`src/rtl/ustep_pkg.sv`:
```
package ustep_pkg;

    localparam int CH_AW_D     = 1;
    localparam int MAG_W_D     = 7;
    localparam int THR_W_D     = 3;
    localparam int SYNC_N_D    = 2;

    typedef enum logic {
        SEL_MAG = 1'b0,
        SEL_THR = 1'b1
    } reg_sel_e;

endpackage

```
`src/rtl/ustep_strobe_sync.sv`:
```
module ustep_strobe_sync #(
    parameter int STAGES = ustep_pkg::SYNC_N_D
) (
    input  logic clk,
    input  logic rst,
    input  logic strobe_async,
    output logic strobe_rise
);
    logic [STAGES-1:0] sync_q;
    logic              last_q;

    always_ff @(posedge clk) begin
        if (rst) begin
            sync_q <= '0;
            last_q <= 1'b0;
        end else begin
            sync_q <= {sync_q[STAGES-2:0], strobe_async};
            last_q <= sync_q[STAGES-1];
        end
    end

    assign strobe_rise = sync_q[STAGES-1] & ~last_q;

    // a held strobe produces a single-cycle pulse
    a_r9_single_pulse: assert property (@(posedge clk) disable iff (rst)
        strobe_rise |=> !strobe_rise);

endmodule

```
`src/rtl/ustep_wr_decode.sv`:
```
module ustep_wr_decode #(
    parameter int CH_AW  = ustep_pkg::CH_AW_D,
    parameter int DATA_W = ustep_pkg::MAG_W_D + 1
) (
    input  logic                  clk,
    input  logic                  rst,
    input  logic                  strobe_rise,
    input  logic                  cs_n,
    input  logic [CH_AW:0]        addr,
    input  logic [DATA_W-1:0]     wdata,
    output logic [(2**CH_AW)-1:0] load_mag,
    output logic [(2**CH_AW)-1:0] load_thr,
    output logic [DATA_W-1:0]     bus_data
);
    import ustep_pkg::*;

    localparam int NUM_CH = 2 ** CH_AW;

    logic             take;
    reg_sel_e         sel;
    logic [CH_AW-1:0] ch_idx;

    assign take     = strobe_rise & ~cs_n;
    assign sel      = reg_sel_e'(addr[CH_AW]);
    assign ch_idx   = addr[CH_AW-1:0];
    assign bus_data = wdata;

    always_comb begin
        load_mag = '0;
        load_thr = '0;
        for (int i = 0; i < NUM_CH; i++) begin
            if (take && (ch_idx == CH_AW'(i))) begin
                load_mag[i] = (sel == SEL_MAG);
                load_thr[i] = (sel == SEL_THR);
            end
        end
    end

    // at most one register of one channel is loaded per write
    a_r2_one_target: assert property (@(posedge clk) disable iff (rst)
        $onehot0({load_mag, load_thr}));

    // no load without a detected strobe edge under chip select
    a_r1_gated_load: assert property (@(posedge clk) disable iff (rst)
        (!strobe_rise || cs_n) |-> ({load_mag, load_thr} == '0));

endmodule

```
`src/rtl/ustep_channel.sv`:
```
module ustep_channel #(
    parameter int MAG_W = ustep_pkg::MAG_W_D,
    parameter int THR_W = ustep_pkg::THR_W_D
) (
    input  logic             clk,
    input  logic             rst,
    input  logic             load_mag,
    input  logic             load_thr,
    input  logic [MAG_W:0]   bus_data,
    output logic [MAG_W-1:0] mag_q,
    output logic             sign_q,
    output logic             decay_nq
);
    localparam int TOP = MAG_W - 1;

    logic [THR_W-1:0] thr_q;
    logic [MAG_W-1:0] new_code;
    logic [THR_W-1:0] new_top;
    logic             below_old;
    logic             below_thr;

    assign new_code  = bus_data[MAG_W-1:0];
    assign new_top   = bus_data[TOP -: THR_W];
    assign below_old = new_code < mag_q;
    assign below_thr = new_top < thr_q;

    always_ff @(posedge clk) begin
        if (rst) begin
            mag_q    <= '0;
            sign_q   <= 1'b0;
            thr_q    <= '0;
            decay_nq <= 1'b0;
        end else begin
            if (load_mag) begin
                mag_q    <= new_code;
                sign_q   <= bus_data[MAG_W];
                decay_nq <= ~(below_old & below_thr);
            end
            if (load_thr) begin
                thr_q <= new_top;
            end
        end
    end

    // flag after a magnitude write agrees with the stored codes
    a_r5_decay_rule: assert property (@(posedge clk) disable iff (rst)
        load_mag |=> (decay_nq == !((mag_q < $past(mag_q)) && (mag_q[TOP -: THR_W] < thr_q))));

    // a threshold write keeps flag, code and sign
    a_r6_thr_keeps: assert property (@(posedge clk) disable iff (rst)
        (load_thr && !load_mag) |=> ($stable(decay_nq) && $stable(mag_q) && $stable(sign_q)));

    // no load means no change at all
    a_r1_idle_stable: assert property (@(posedge clk) disable iff (rst)
        (!load_mag && !load_thr) |=> ($stable(mag_q) && $stable(sign_q) && $stable(decay_nq) && $stable(thr_q)));

endmodule

```
`src/rtl/ustep_dac_regs.sv`:
```
module ustep_dac_regs #(
    parameter int CH_AW  = ustep_pkg::CH_AW_D,
    parameter int MAG_W  = ustep_pkg::MAG_W_D,
    parameter int THR_W  = ustep_pkg::THR_W_D,
    parameter int SYNC_N = ustep_pkg::SYNC_N_D,
    localparam int NUM_CH = 2 ** CH_AW,
    localparam int DATA_W = MAG_W + 1
) (
    input  logic                         clk,
    input  logic                         rst,
    input  logic                         cs_n,
    input  logic                         wr_strobe,
    input  logic [CH_AW:0]               addr,
    input  logic [DATA_W-1:0]            wdata,
    output logic [NUM_CH-1:0][MAG_W-1:0] mag_code,
    output logic [NUM_CH-1:0]            sign_out,
    output logic [NUM_CH-1:0]            decay_n
);
    logic              strobe_rise;
    logic [NUM_CH-1:0] load_mag;
    logic [NUM_CH-1:0] load_thr;
    logic [DATA_W-1:0] bus_data;

    ustep_strobe_sync #(.STAGES(SYNC_N)) u_sync (
        .clk          (clk),
        .rst          (rst),
        .strobe_async (wr_strobe),
        .strobe_rise  (strobe_rise)
    );

    ustep_wr_decode #(.CH_AW(CH_AW), .DATA_W(DATA_W)) u_dec (
        .clk         (clk),
        .rst         (rst),
        .strobe_rise (strobe_rise),
        .cs_n        (cs_n),
        .addr        (addr),
        .wdata       (wdata),
        .load_mag    (load_mag),
        .load_thr    (load_thr),
        .bus_data    (bus_data)
    );

    for (genvar c = 0; c < NUM_CH; c++) begin : g_ch
        ustep_channel #(.MAG_W(MAG_W), .THR_W(THR_W)) u_ch (
            .clk      (clk),
            .rst      (rst),
            .load_mag (load_mag[c]),
            .load_thr (load_thr[c]),
            .bus_data (bus_data),
            .mag_q    (mag_code[c]),
            .sign_q   (sign_out[c]),
            .decay_nq (decay_n[c])
        );
    end

    // reset leaves every output cleared
    a_r8_reset_clear: assert property (@(posedge clk)
        $past(rst) |-> (mag_code == '0 && sign_out == '0 && decay_n == '0));

endmodule

```
`config.mk`:
```
export PLATFORM = sky130hd
export DESIGN_NAME = ustep_dac_regs
export DESIGN_NICKNAME = d
export VERILOG_FILES = /design/src/rtl/ustep_pkg.sv /design/src/rtl/ustep_strobe_sync.sv /design/src/rtl/ustep_wr_decode.sv /design/src/rtl/ustep_channel.sv /design/src/rtl/ustep_dac_regs.sv
export SDC_FILE = /design/constraint.sdc
export NUM_CORES = 1
export LEC_CHECK = 0
export BUFFER_PORTS_ARGS = -buffer_cell sky130_fd_sc_hd__buf_2
export CORE_MARGIN = 2
export CORE_UTILIZATION = 57
export DETAILED_ROUTE_END_ITERATION = 7
export HOLD_SLACK_MARGIN = 0.15
export PLACE_DENSITY = 0.83
export SLEW_MARGIN = 25
export SYNTH_ARGS = -nofsm -noshare
export SYNTH_HDL_FRONTEND = slang
export SYNTH_SLANG_ARGS = --single-unit
```
`constraint.sdc`:
```
create_clock -name clk -period 2.9 [get_ports clk]
set_clock_uncertainty 0.2 [all_clocks]
set_input_delay 0.145 -clock clk [delete_from_list [all_inputs] [get_ports clk]]
set_output_delay 0.145 -clock clk [all_outputs]
set_load 0.05 [all_outputs]
```
# == Yosys cells after proc, flatten, opt, wreduce, memory -nomap -nowiden ==
# Cells that the tools add are included.
# Widths: inputs -> output; s select.
# word_totals
reg_bits,27
out_inout_bits,18
elab_cells,30
# classes
mux,4
n_lt_le_gt_ge,4
n_reduce_logical,2
bitwise,10
# op_table
operator,n
$lt 7x7->1,2
$lt 3x3->1,2
$not 1->1,6
$and 1x1->1,4
$mux 1,4
$logic_and 1x1->1,2

# == Logic depth before layout (Yosys ltp) ==
# depth
depth_word,5
depth_mapped,6
depth_no_buf,6

# == By module ==
# From an unflattened synthesis, not the netlist that was laid out.
# hier_totals
cells_unflattened,153
hier_area_um2,1501.4
# modules_own_cells
module,seq_area_each_um2,instances,area_per_inst_um2,cells_per_inst
ustep_channel,240.2,2,651.9,67
ustep_wr_decode,0.0,1,110.1,12
ustep_strobe_sync,60.1,1,87.6,7

# == Worst setup path before layout ==
# No wires, ideal clock.
# synth_path
kind,register to register
startpoint,reg g_ch[1].u_ch.mag_q[5]
endpoint,reg g_ch[1].u_ch.decay_nq
period_less_slack_ns,1.946
stages_incl_launch_ff,7
slack_ns,0.954
required_time_ns,2.564
arrival_time_ns,1.610
cell_sequence,dfxtp_1 > inv_1 > ha_1 > a21oi_1 > o21ai_0 > nor4_1 > a311oi_2
# synth_via
elab_chain_len,3
# synth_rtl
item,line_no,text
start: declaration,ustep_channel.sv:10,"output logic [MAG_W-1:0] mag_q,"
start signal: assignment,ustep_channel.sv:35,mag_q <= new_code;
$lt 7x7->1,ustep_channel.sv:24,assign below_old = new_code < mag_q;
$and 1x1->1,ustep_channel.sv:37,decay_nq <= ~(below_old & below_thr);
$not 1->1,ustep_channel.sv:37,
end signal: assignment,ustep_channel.sv:37,
end: declaration,ustep_channel.sv:12,output logic decay_nq
# No other way between the ends.
# A chain may end at the register's enable or synchronous reset.

# == Worst setup path after layout ==
# layout_path
startpoint,in cs_n
endpoint,reg g_ch[0].u_ch.sign_q
# layout_via
elab_chain_len,4
# layout_rtl
item,line_no,text
start: declaration,ustep_dac_regs.sv:11,"input logic cs_n,"
$not 1->1,ustep_wr_decode.sv:23,assign take = strobe_rise & ~cs_n;
$and 1x1->1,ustep_wr_decode.sv:23,
$logic_and 1x1->1,ustep_wr_decode.sv:32,if (take && (ch_idx == CH_AW'(i))) begin
$mux 1,ustep_wr_decode.sv:32,
end signal: assignment,ustep_channel.sv:36,sign_q <= bus_data[MAG_W];
end: declaration,ustep_channel.sv:11,"output logic sign_q,"
# No other way between the ends.

==> metrics.cfg <==
[status]
status=finished clean

[power_and_ir_drop]
p_leak_uw=0.000784
p_total_uw=639
power_density_nw_per_um2=358
ir_worst_vdd_v=0.000354

[synth]
synthMuxAreaShare=0.155
synth_compound_area_frac=0.0722
ys_seq_elements=27
synth_top_family_by_area=simple AND/OR/NAND/NOR gates
synth_cells=149
synth-simple-area-share=0.159
syn_area_um2=1420
synthXorXnorAreaFrac=0
synth_seq_area_share=0.381
yosysWarnings=0
synth_cell_type_count=27
synth-adder-area-share=0.141
synth.avg_cell_area_um2=9.53
synthesis.nets=179

[timing]
tightest_slew_ps=588
setup_tns_ps=0
maxSlewHeadroom=0.608
final_hold_viol_count=0
drv_slew=0
setup_viol=0
min_period_over_period=0.942
rsz0062_at_grt=no
min_period_ps=2730
fmax_ghz=0.366

[final_layout]
layout.nets=226
regArea_um2=541
design_area_um2=1780
stdcell_count=225
layout_commonest_cell=buf_2
fill_cells=172
drive_above_1_share=0.210
num_antenna_cells=0
multi_input_area_um2=754
area_growth_pct=25.6
layout_common_cells=buf_2 (31), dfxtp_1 (27), nor2_1 (26)

[routing]
antenna_left=0
routed_wl_um=2890
drc=0
wl_per_cell_um=12.9
dr.first_iter.drc_count=10
avgViaCountPerCell=5.18
dr.pass1.iters=4
num_vias=1165

[critical_path]
regToRegStartpoint=u_sync.last_q$_SDFF_PP0_
crit_type=input port to flip-flop
critical_path_buf_inv_count=5
crit_fanout=10
cp.arrival_ps=2780
start_kind=input port
crit_slowest_cell=dlygate4sd3_1
critPathCaptureType=flip-flop
worstRegToRegCells=7
cpPeakStageDelay_ps=560
cpMostUsedCell=dlygate4sd3_1
path_cells=dlygate4sd3_1 -> buf_2 -> nor3b_4 -> nor3b_2 -> dlygate4sd3_1 -> buf_4 -> mux2i_1 -> nor2_1 -> dlygate4sd3_1
worstPathRequired_ps=2950
r2r-end=g_ch[0].u_ch.sign_q$_SDFFE_PP0P_
rrSetupSlack_ps=270
crit_family=buffers and inverters

[cts]
post_cts_buffers=0
cts_tree=done
cts_buffer_depth=2
cts_root_buffer=clkbuf_4
clock_latency_ps=340
cts_buffers=3
clkTransAtPathRegs_ps=160
h-tree-depth=1
clock-sinks=27

[place]
placed_area_um2=1560
dp_hpwl_um=1930
gp_congestion=0.809
dp_cells=202
port_buffers=31

[run]
maxCapViolations=0

[global_route]
antenna_found_initial=0
gr-usage-met3=0.0583
gr-usage-met2=0.402
grt.busiest_layer=met2
grt_pass1_vias=1115
grt_max_degree=28
grt_pass1_wl_um=4550
met1_usage=0.253
grt_overflow=0
track_usage=0.219

[floorplanning]
initial_core_util=0.589
rows=18
ios=32
die_w_um=53.9
core_area_um2=2410
dieArea_um2=2910
dieHeight_um=53.9

[hold_path]
hold_path_class=flip-flop to flip-flop
hold_path_startpoint=u_sync.sync_q[0]$_SDFF_PP0_
min_path_cells=1
min_to=u_sync.sync_q[1]$_SDFF_PP0_

## synthesized netlist by cell type (all sizes together)
master  number  share of area
a211o        2          0.012
nand3        2         0.0070
and3b        1         0.0062
o21ai        2         0.0070
ha          16           0.14
nand3b       1         0.0053
inv         18          0.048
nor4         1         0.0044
mux2i       22           0.16
nor3b        3          0.023
nor2b        3          0.013
clkbuf       3         0.0079
dfxtp       27           0.38
buf          6          0.037
nor2        27          0.073
nand2b       3          0.013
a211oi       2          0.014
nand4        3          0.013
a311oi       1          0.011
a21oi        3          0.011
a21o         1         0.0053
o211a        1         0.0070
o211ai       1         0.0053
## worst max path at each step
stage                                       startpoint                                 end  slack, ps  cells past startpoint
detailed placement         u_sync.sync_q[1]$_SDFF_PP0_    g_ch[1].u_ch.sign_q$_SDFFE_PP0P_       1130                      4
finish                                            cs_n    g_ch[0].u_ch.sign_q$_SDFFE_PP0P_        170                      9
floorplan           g_ch[1].u_ch.mag_q[5]$_SDFFE_PP0P_  g_ch[1].u_ch.decay_nq$_SDFFE_PP0P_        950                      6
global route                                      cs_n    g_ch[0].u_ch.sign_q$_SDFFE_PP0P_         20                      9
CTS                                               cs_n    g_ch[0].u_ch.sign_q$_SDFFE_PP0P_        160                      9
global placement    g_ch[1].u_ch.mag_q[5]$_SDFFE_PP0P_  g_ch[1].u_ch.decay_nq$_SDFFE_PP0P_       1200                      6
## where the power goes
group	internal [uW]	switching [uW]
Combinational	40.8	46.1
Clock	56.3	118
Sequential	375	2.30
## timing repair
action	4_1_cts	5_1_grt
setup endpoints to repair	0	1
hold buffers	19	0
gates resized for setup	0	1
hold endpoints to repair	27	0
## state kept, by name, summed over array words and instances, names as in the netlist
register and count:
g_ch.u_ch.decay_nq 2, g_ch.u_ch.mag_q 14, g_ch.u_ch.sign_q 2, g_ch.u_ch.thr_q 6, u_sync.last_q 1, u_sync.sync_q 2
## final cells by class
type,count,area share
Clock inverter,1,0.00491
Sequential cell,27,0.303
Clock buffer,3,0.0126
Tap cell,30,0.0210
Multi-Input combinational cell,95,0.423
Timing Repair Buffer,51,0.198
Inverter,18,0.0379
## through the flow
stage / hold WS (ps) / worst slack [ps] / util
final: 271 / 168 / 0.740
after global routing: 293 / 18.2 / 0.740
after CTS: 267 / 157 / 0.738
after detailed placement: 186 / 1130 / 0.646
after global placement: 165 / 1200 / 0.646
after floorplan: 73.2 / 954 / -
## routing by layer
layer / vias up / wire length (um) / share of wire
met5: - / 0 / 0
met4: 0 / 10 / 0.0035
met3: 2 / 117 / 0.040
met2: 21 / 1460 / 0.51
met1: 554 / 1300 / 0.45
li1: 588 / - / -
## kinds of logic after synthesis
group	Yosys count
AOI/OAI and AO/OA	13
adders and majority gates	16
buffers and inverters	27
DFF	27
muxes	22
and+or+nand+nor	44
Note: power is estimated with default switching activity, not from simulation.
